**src/rtl/rlp_pkg.sv**
```systemverilog
package rlp_pkg;

  localparam int WORD_W  = 32;
  localparam int LEN_W   = 8;
  localparam int REL_BIT = 19;

  localparam logic [2:0] CLIENT_MI  = 3'd0;
  localparam logic [2:0] CLIENT_BLT = 3'd2;
  localparam logic [2:0] CLIENT_RND = 3'd3;

  localparam logic [5:0] OPC_NOOP     = 6'h00;
  localparam logic [5:0] OPC_END      = 6'h0A;
  localparam logic [5:0] OPC_LOAD     = 6'h22;
  localparam logic [5:0] OPC_LONG_MIN = 6'h10;

  // flag vector bit positions
  localparam int FL_CLIENT = 0;
  localparam int FL_ORDER  = 1;
  localparam int FL_LENGTH = 2;
  localparam int FL_ALIGN  = 3;
  localparam int FL_END    = 4;
  localparam int FL_W      = 5;

  typedef enum logic [1:0] {
    ST_HDR,
    ST_ADDR,
    ST_DATA,
    ST_SKIP
  } pstate_e;

  typedef enum logic [2:0] {
    HK_NOOP,
    HK_END,
    HK_LOAD,
    HK_SKIP,
    HK_SINGLE,
    HK_BADCL
  } hkind_e;

  typedef struct packed {
    hkind_e           kind;
    logic             rel;
    logic             len_bad;
    logic [LEN_W-1:0] len;
  } hdr_info_t;

endpackage

```
**src/rtl/rlp_hdr_decode.sv**
```systemverilog
module rlp_hdr_decode
  import rlp_pkg::*;
#(
  parameter int MAX_PAIRS = 126
) (
  input  logic [WORD_W-1:0] word,
  output hdr_info_t         info
);

  localparam int MAX_LEN = 2 * MAX_PAIRS - 1;

  logic [2:0] client;
  logic [5:0] opc;

  always_comb begin
    client       = word[31:29];
    opc          = word[28:23];
    info.len     = word[LEN_W-1:0];
    info.rel     = word[REL_BIT];
    info.len_bad = ~word[0] | (int'(word[LEN_W-1:0]) > MAX_LEN);
    info.kind    = HK_BADCL;
    if (client == CLIENT_MI) begin
      if (opc == OPC_NOOP)          info.kind = HK_NOOP;
      else if (opc == OPC_END)      info.kind = HK_END;
      else if (opc == OPC_LOAD)     info.kind = HK_LOAD;
      else if (opc >= OPC_LONG_MIN) info.kind = HK_SKIP;
      else                          info.kind = HK_SINGLE;
    end else if (client == CLIENT_BLT || client == CLIENT_RND) begin
      info.kind = HK_SKIP;
    end
  end

endmodule

```
**src/rtl/rlp_addr_map.sv**
```systemverilog
module rlp_addr_map
  import rlp_pkg::*;
#(
  parameter logic [WORD_W-1:0] BASE   = 32'h0002_0000,
  parameter int                OFS_HI = 12
) (
  input  logic [WORD_W-1:0] raw,
  input  logic              rel,
  output logic [WORD_W-1:0] addr,
  output logic              misaligned
);

  localparam logic [WORD_W-1:0] OFS_MASK =
    ((WORD_W'(1) << (OFS_HI + 1)) - WORD_W'(1)) & ~WORD_W'(3);

  always_comb begin
    addr       = rel ? (BASE + (raw & OFS_MASK)) : raw;
    misaligned = |raw[1:0];
  end

endmodule

```
**src/rtl/rlp_wr_slot.sv**
```systemverilog
module rlp_wr_slot
  import rlp_pkg::*;
(
  input  logic              clk,
  input  logic              rst_n,
  input  logic              load,
  input  logic [WORD_W-1:0] ld_addr,
  input  logic [WORD_W-1:0] ld_data,
  input  logic              wr_ready,
  output logic              wr_valid,
  output logic [WORD_W-1:0] wr_addr,
  output logic [WORD_W-1:0] wr_data,
  output logic              busy
);

  logic valid_q, valid_n;
  logic [WORD_W-1:0] addr_q, data_q;

  always_comb begin
    valid_n = load | (valid_q & ~wr_ready);
  end

  always_ff @(posedge clk or negedge rst_n) begin
    if (!rst_n) valid_q <= 1'b0;
    else        valid_q <= valid_n;
  end

  always_ff @(posedge clk) begin
    if (load) begin
      addr_q <= ld_addr;
      data_q <= ld_data;
    end
  end

  assign wr_valid = valid_q;
  assign wr_addr  = addr_q;
  assign wr_data  = data_q;
  assign busy     = valid_q & ~wr_ready;

endmodule

```
**src/rtl/rlp_cmd_parser.sv**
```systemverilog
module rlp_cmd_parser
  import rlp_pkg::*;
#(
  parameter int                MAX_PAIRS   = 126,
  parameter logic [WORD_W-1:0] ENGINE_BASE = 32'h0002_0000,
  parameter int                OFS_HI      = 12
) (
  input  logic              clk,
  input  logic              rst_n,
  input  logic              in_valid,
  input  logic [WORD_W-1:0] in_data,
  output logic              in_ready,
  input  logic              wr_ready,
  output logic              wr_valid,
  output logic [WORD_W-1:0] wr_addr,
  output logic [WORD_W-1:0] wr_data,
  output logic              err_client,
  output logic              err_order,
  output logic              err_length,
  output logic              err_align,
  output logic              batch_end
);

  localparam int CNT_W  = $clog2(MAX_PAIRS + 1);
  localparam int SKIP_W = LEN_W + 1;

  pstate_e           st_q, st_n;
  logic [CNT_W-1:0]  pairs_q, pairs_n;
  logic [SKIP_W-1:0] skip_q, skip_n;
  logic              rel_q, rel_n;
  logic              drop_q, drop_n;
  logic              noop_q, noop_n;
  logic [FL_W-1:0]   flag_q, flag_n;
  logic [WORD_W-1:0] addr_q;

  hdr_info_t         info;
  logic [WORD_W-1:0] mapped;
  logic              misal;
  logic              busy, accept, wr_load, addr_en;
  logic [SKIP_W-1:0] len_plus1;

  rlp_hdr_decode #(.MAX_PAIRS(MAX_PAIRS)) u_dec (
    .word (in_data),
    .info (info)
  );

  rlp_addr_map #(.BASE(ENGINE_BASE), .OFS_HI(OFS_HI)) u_map (
    .raw        (in_data),
    .rel        (rel_q),
    .addr       (mapped),
    .misaligned (misal)
  );

  rlp_wr_slot u_slot (
    .clk      (clk),
    .rst_n    (rst_n),
    .load     (wr_load),
    .ld_addr  (addr_q),
    .ld_data  (in_data),
    .wr_ready (wr_ready),
    .wr_valid (wr_valid),
    .wr_addr  (wr_addr),
    .wr_data  (wr_data),
    .busy     (busy)
  );

  assign in_ready  = ~busy;
  assign accept    = in_valid & in_ready;
  assign len_plus1 = {1'b0, info.len} + SKIP_W'(1);

  // next-state logic
  always_comb begin
    st_n    = st_q;
    pairs_n = pairs_q;
    skip_n  = skip_q;
    rel_n   = rel_q;
    drop_n  = drop_q;
    noop_n  = noop_q;
    flag_n  = '0;
    wr_load = 1'b0;
    addr_en = 1'b0;
    if (accept) begin
      unique case (st_q)
        ST_HDR: begin
          noop_n = 1'b0;
          unique case (info.kind)
            HK_NOOP:   noop_n = 1'b1;
            HK_END:    flag_n[FL_END] = 1'b1;
            HK_SINGLE: ;
            HK_BADCL:  flag_n[FL_CLIENT] = 1'b1;
            HK_SKIP: begin
              skip_n = len_plus1;
              st_n   = ST_SKIP;
            end
            HK_LOAD: begin
              flag_n[FL_ORDER]  = ~noop_q;
              flag_n[FL_LENGTH] = info.len_bad;
              if (!noop_q || info.len_bad) begin
                skip_n = len_plus1;
                st_n   = ST_SKIP;
              end else begin
                pairs_n = CNT_W'(len_plus1 >> 1);
                rel_n   = info.rel;
                st_n    = ST_ADDR;
              end
            end
            default: flag_n[FL_CLIENT] = 1'b1;
          endcase
        end
        ST_ADDR: begin
          addr_en          = 1'b1;
          drop_n           = misal;
          flag_n[FL_ALIGN] = misal;
          st_n             = ST_DATA;
        end
        ST_DATA: begin
          wr_load = ~drop_q;
          pairs_n = pairs_q - CNT_W'(1);
          st_n    = (pairs_q == CNT_W'(1)) ? ST_HDR : ST_ADDR;
        end
        ST_SKIP: begin
          skip_n = skip_q - SKIP_W'(1);
          if (skip_q == SKIP_W'(1)) st_n = ST_HDR;
        end
        default: st_n = ST_HDR;
      endcase
    end
  end

  // control registers
  always_ff @(posedge clk or negedge rst_n) begin
    if (!rst_n) begin
      st_q    <= ST_HDR;
      pairs_q <= '0;
      skip_q  <= '0;
      rel_q   <= 1'b0;
      drop_q  <= 1'b0;
      noop_q  <= 1'b0;
      flag_q  <= '0;
    end else begin
      st_q    <= st_n;
      pairs_q <= pairs_n;
      skip_q  <= skip_n;
      rel_q   <= rel_n;
      drop_q  <= drop_n;
      noop_q  <= noop_n;
      flag_q  <= flag_n;
    end
  end

  // address holding register, enabled on address words only
  always_ff @(posedge clk) begin
    if (addr_en) addr_q <= mapped;
  end

  assign err_client = flag_q[FL_CLIENT];
  assign err_order  = flag_q[FL_ORDER];
  assign err_length = flag_q[FL_LENGTH];
  assign err_align  = flag_q[FL_ALIGN];
  assign batch_end  = flag_q[FL_END];

endmodule

```
**config.mk**
```make
export PLATFORM = sky130hd
export DESIGN_NAME = rlp_cmd_parser
export DESIGN_NICKNAME = d
export VERILOG_FILES = /design/src/rtl/rlp_pkg.sv /design/src/rtl/rlp_hdr_decode.sv /design/src/rtl/rlp_addr_map.sv /design/src/rtl/rlp_wr_slot.sv /design/src/rtl/rlp_cmd_parser.sv
export SDC_FILE = /design/constraint.sdc
export NUM_CORES = 1
export LEC_CHECK = 0
export ABC_CLOCK_PERIOD_IN_PS = 6300
export BUFFER_PORTS_ARGS = -buffer_cell sky130_fd_sc_hd__buf_2
export CAP_MARGIN = 20
export CORE_ASPECT_RATIO = 2
export CORE_MARGIN = 3
export CORE_UTILIZATION = 45
export DETAILED_ROUTE_END_ITERATION = 16
export PLACE_DENSITY = 0.71
export SLEW_MARGIN = 20
export SYNTH_ARGS = -nofsm -noshare
export SYNTH_HDL_FRONTEND = slang
export SYNTH_SLANG_ARGS = --single-unit
```
**constraint.sdc**
```tcl
create_clock -name clk -period 6.3 [get_ports clk]
set_input_delay 0 -clock clk [delete_from_list [all_inputs] [get_ports clk]]
set_output_delay 0 -clock clk [all_outputs]
set_load 0.05 [all_outputs]
```
# Yosys cells after proc, flatten, opt, wreduce, memory -nomap -nowiden
# Index checks and enable logic that the tools add are counted.
[totals]
ff_bits = 123
input_bits = 36
out_inout_bits = 71
elab_cells = 92
[op_classes]
n_addsub = 4
order_cmp = 2
n_eq_ne = 18
mux = 30
bitwise = 10
n_reduce_logical = 17
[op_table]
columns = ["cell", "n"]
rows = [
  ["$pmux 9 s2", 2],
  ["$mux 32", 1],
  ["$mux 3", 7],
  ["$add 18x13->19 const A", 1],
  ["$mux 7", 2],
  ["$pmux 7 s2", 1],
  ["$eq 3x2->1 const B", 4],
  ["$reduce_and 4->1", 3],
  ["$mux 1", 10],
  ["$add 8x1->9 const B", 1],
  ["$eq 9x1->1 const B", 1],
  ["$mux 9", 1],
  ["$sub 9x1->9 const B", 1],
  ["$gt 8x8->1 const B", 1],
  ["$pmux 2 s4", 1],
  ["$eq 7x1->1 const B", 1],
  ["$sub 7x1->7 const B", 1],
  ["$eq 6x4->1 const B", 1],
  ["$eq 6x6->1 const B", 1],
  ["$ge 6x5->1 const B", 1],
  ["$logic_not 3->1", 2],
  ["$logic_not 6->1", 1],
  ["$mux 2", 3],
  ["$not 1->1", 6],
  ["other kinds (20)", 27],
]

# Logic depth before layout (Yosys ltp)
[logic_depth]
ltp_word = 11
depth_mapped = 7

# Cells and area by module
# Synthesis repeated with hierarchy kept, for this count alone.
[unflattened]
hier_cells = 340
area_unflattened_um2 = 4989.8
[modules_own_cells]
columns = ["module", "instances", "cells_per_inst", "area_per_inst_um2"]
rows = [
  ["rlp_cmd_parser", 1, 216, 2625.0],
  ["rlp_wr_slot", 1, 67, 1966.9],
  ["rlp_addr_map", 1, 35, 236.5],
  ["rlp_hdr_decode", 1, 22, 161.4],
]

# Worst setup path after synthesis
# Ideal clock, no wire load.
[synth_timing]
path_kind = "register to register"
from = "register u_slot.valid_q, in the netlist u_slot.wr_valid"
to = "register u_slot.addr_q[0], in the netlist u_slot.wr_addr[0], enable pin"
arrival_time_ns = 5.807
required_time_ns = 5.735
path_slack_ns = -0.072
stages_incl_launch_ff = 5
path_buffers = 1
synth_period_minus_slack_ns = 6.372
path_cell_list = "dfrtp_1 -> nand2b_1 -> clkbuf_1 -> nand2_1 -> nor3_1"
[synth_via]
elab_chain_len = 4
[synth_lines]
columns = ["element", "line", "rtl"]
rows = [
  ["start, declared", "rlp_wr_slot.sv:16", "logic valid_q, valid_n;"],
  ["start signal, assigned", "rlp_wr_slot.sv:25", "else valid_q <= valid_n;"],
  ["$and 1x1->1", "rlp_wr_slot.sv:38", "assign busy = valid_q & ~wr_ready;"],
  ["$not 1->1", "rlp_cmd_parser.sv:67", "assign in_ready = ~busy;"],
  ["via in_ready", "rlp_cmd_parser.sv:12", "output logic in_ready,"],
  ["$and 1x1->1", "rlp_cmd_parser.sv:68", "assign accept = in_valid & in_ready;"],
  ["$mux 1", "rlp_cmd_parser.sv:82", "if (accept) begin"],
  ["via u_slot.load", "rlp_wr_slot.sv:6", "input logic load,"],
  ["end signal, assigned", "rlp_wr_slot.sv:30", "addr_q <= ld_addr;"],
  ["end, declared", "rlp_wr_slot.sv:17", "logic [WORD_W-1:0] addr_q, data_q;"],
]
# The timed path passes the listed nets, and every way through them passes these cells.
# A chain may end at the register's enable or synchronous reset.

# Worst setup path in the final report
[layout_timing]
from = "register st_q[0]"
to = "register u_slot.data_q[30], in the netlist u_slot.wr_data[30], enable pin"
[layout_via]
elab_chain_len = 3
[layout_lines]
columns = ["element", "line", "rtl"]
rows = [
  ["start, declared", "rlp_cmd_parser.sv:27", "pstate_e st_q, st_n;"],
  ["start signal, assigned", "rlp_cmd_parser.sv:141", "st_q <= st_n;"],
  ["$eq 2x2->1", "rlp_cmd_parser.sv:83", "unique case (st_q)"],
  ["$mux 1", "rlp_cmd_parser.sv:83", ""],
  ["$mux 1", "rlp_cmd_parser.sv:82", ""],
  ["via u_slot.load", "rlp_wr_slot.sv:6", ""],
  ["end signal, assigned", "rlp_wr_slot.sv:31", "data_q <= ld_data;"],
  ["end, declared", "rlp_wr_slot.sv:17", ""],
]
# The timed path passes the listed nets, and every way through them passes these cells.

==> flow_metrics.env <==
export IMPL_setup_viol=0
export IMPL_tightest_slew_ns=0.971
export IMPL_cp_top_family="buffers and inverters"
export IMPL_grt_setup_unrepaired="no"
export IMPL_wire_per_inst_um=16.6
export IMPL_maxSlewViolCount=0
export IMPL_yosysMostFrequentCell="edfxtp_1"
export IMPL_via_count=3312
export IMPL_seq_power_share_pct=40.3
export IMPL_cp_num_buf_inv=3
export IMPL_area_delta_synth_final_pct=33.0
export IMPL_overflow=0
export IMPL_p_sw_share_pct=33.7
export IMPL_p_per_area_nw_per_um2=436
export IMPL_nets=531
export IMPL_ys_ff_latch=123
export IMPL_fmaxAchievable_mhz=349
export IMPL_synth_ff_type="edfxtp_1"
export IMPL_drtIter0Drc=230
export IMPL_synth_avg_cell_area_um2=14.8
export IMPL_required_ns=6.34
export IMPL_cts_resized=0
export IMPL_critical_path_max_fanout=38
export IMPL_cts_tree="built"
export IMPL_grt_max_degree=39
export IMPL_fin_crit_ns=2.86
export IMPL_die_h_um=153
export IMPL_grt_pass1_wl_um=17000
export IMPL_clock_path_buffers=2
export IMPL_wl_um=10500
export IMPL_drc=0
export IMPL_synth_nets=378
export IMPL_synth_area_top_cells="edfxtp_1 (59%), dfrtp_1 (14%), ha_1 (2.8%)"
export IMPL_htreeDepth=4
export IMPL_track_usage_pct=18.5
export IMPL_synthCells=331
export IMPL_endpoint_kind="flop"
export IMPL_drt_first_pass_iters=4
export IMPL_numClockSinks=123
export IMPL_yosysSeqAreaShare_pct=72.8
export IMPL_cp_data_arrival_time_ns=2.91
export IMPL_critPathSlowestCell="nor3_4"
export IMPL_setup_tns_ns=0
export IMPL_post_route_cell_area_um2=6500
export IMPL_synth_top_cell_area_share_pct=59.0
export IMPL_finalPower_mw=2.84
export IMPL_pwr_share_comb_pct=27.1
export IMPL_initial_core_util_pct=46.4
export IMPL_place_congestion=0.919
export IMPL_cap_viol_max_count=0
export IMPL_dp_slack_ns=2.93
export IMPL_yosysTopAreaCell="edfxtp_1"
export IMPL_final_layout_size_suffix_gt1_share_pct=30.4
export IMPL_stdcell_count=633
export IMPL_hold_viol=0
export IMPL_grt_pass1_vias=3500
export IMPL_port_buffers=106
export IMPL_fin_crit_sh_pct=45.5
export IMPL_numCtsBuffers=17
export IMPL_antenna_found_initial=0
export IMPL_critPathLaunchType="flop"
export IMPL_die_w_um=79.7
export IMPL_via_per_inst=5.23
export IMPL_ios=107
export IMPL_syn_area_um2=4890
export IMPL_yosysWarningCount=0
export IMPL_p_int_mw=1.88
export IMPL_numPlacedInstances=567
export IMPL_ir_worst_vdd_mv=0.287
export IMPL_diodes=0
export IMPL_row_count=53
export IMPL_clk_latency_ns=0.40
export IMPL_netSwitchingPower_uw=957
export IMPL_finalWorstSetupSlack_ns=3.44
export IMPL_outcome="completed"
export IMPL_synth_edf_count=96
export IMPL_critPathMaxStageDelay_ns=0.64
export IMPL_core_area_um2=10500
export IMPL_cts_root_buffer="clkbuf_16"
export IMPL_synthArstFlopShare_pct=22.0
export IMPL_relSlewSlack_pct=34.7
export IMPL_yosysUniqueCellTypes=55
export IMPL_leakagePower_nw=2.59
export IMPL_finClkSkew_ns=0.00902
export IMPL_place_area_um2=5580
export IMPL_clkPwrFrac_pct=32.5
export IMPL_dieArea_um2=12200
export IMPL_route_antenna_remaining_nets=0
export IMPL_clk_pin_slew_ns=0.06
export IMPL_hp_class="in2reg"
export IMPL_dp_hpwl_um=7280
export IMPL_synthTopCellsByCount="edfxtp_1 (96), dfrtp_1 (27), nor2b_1 (20)"
export IMPL_worst_setup_path_type="reg2reg"
export IMPL_crit_path_cell_trace="inv_1 > ha_1 > clkinv_1 > nor3_4 > buf_4"
==> state kept, by name (all words and copies together) (netlist names) <==
register / cells
st_q: 2
u_slot.wr_data: 32
noop_q: 1
pairs_q: 7
addr_q: 32
drop_q: 1
rel_q: 1
skip_q: 9
u_slot.wr_addr: 32
flag_q: 5
u_slot.wr_valid: 1
==> cell families (layout without fill, tap and decap cells) <==
kind of cell / count (synthesis) / after routing / synth area share, %
fa+ha+maj: 11 / 11 / 2.81
mux: 6 / 6 / 1.28
simple gates: 93 / 93 / 10.5
compound gates: 62 / 62 / 9.01
xor+xnor: 7 / 7 / 1.25
flops: 123 / 123 / 72.8
buf+inv: 29 / 194 / 2.33
==> layer usage <==
metal  GRT usage, %  vias up  wire length [µm]
li1               -     1558                 -
met2           32.0      130              5800
met5              0        -                 0
met1           18.9     1591              3750
met4           11.3        0               433
met3           5.48       33               501
==> power groups by stage <==
stage / Combinational [mW] / Clock [mW] / Sequential [mW]
floorplan: 0.374 / 0 / 1.34
global placement: 0.729 / 0 / 1.15
detailed placement: 0.749 / 0 / 1.16
CTS: 0.768 / 0.944 / 1.14
global route: 0.831 / 0.987 / 1.16
finish: 0.770 / 0.923 / 1.15
==> stage by stage <==
| step | utilization, % | hold WS, ns |
|---|---|---|
| final | 61.7 | 0.0800 |
| after global routing | 61.7 | 0.108 |
| after CTS | 61.6 | 0.0510 |
| after detailed placement | 52.9 | 0.0642 |
| after floorplan | - | -0.296 |
| after global placement | 52.9 | 0.0599 |
==> timing repair <==
action / in CTS / in global routing
setup endpoints to repair: 0 / 0
hold endpoints to repair: 91 / 0
setup buffers: 0 / 0
hold buffers: 34 / 0
==> cell type report <==
| type | instances | area [µm²] |
|---|---|---|
| Clock buffer | 17 | 425 |
| Clock inverter | 14 | 149 |
| Fill cell | 781 | 4040 |
| Inverter | 20 | 75.1 |
| Multi-Input combinational cell | 179 | 1230 |
| Sequential cell | 123 | 3560 |
| Tap cell | 137 | 171 |
| Timing Repair Buffer | 143 | 897 |
==> worst paths after layout <==
check,from,end,slack [ns],cells past startpoint
worst max-delay path,st_q[0],u_slot.wr_data[30],3.44,5
worst min-delay path,wr_ready,u_slot.wr_valid,0.08,3
worst max register to register,st_q[0],u_slot.wr_data[30],3.44,5
worst min register to register,addr_q[4],u_slot.wr_addr[4],0.42,0
max in group asynchronous,rst_n,flag_q[3],5.69,2
min in group asynchronous,rst_n,skip_q[2],0.18,2
==> layout by cell type, fill, tap and decap left out, types with 6 or more instances in the layout <==
cell / count
buf_2: 106
edfxtp_1: 96
dlygate4sd3_1: 34
dfrtp_1: 27
nor2b_1: 20
inv_1: 19
nor2_1: 17
clkbuf_16: 17
nand2_1: 13
nand3_1: 12
ha_1: 11
o21ai_0: 10
o22ai_1: 8
a221oi_1: 6
==> worst min-delay path, delay by kind of cell <==
family | cells | cell delay (ns)
buffers and inverters | 1 | 0.08
AOI/OAI and AO/OA | 1 | 0.13
and+or+nand+nor | 1 | 0.23
Power figures use the tool's default switching activity.
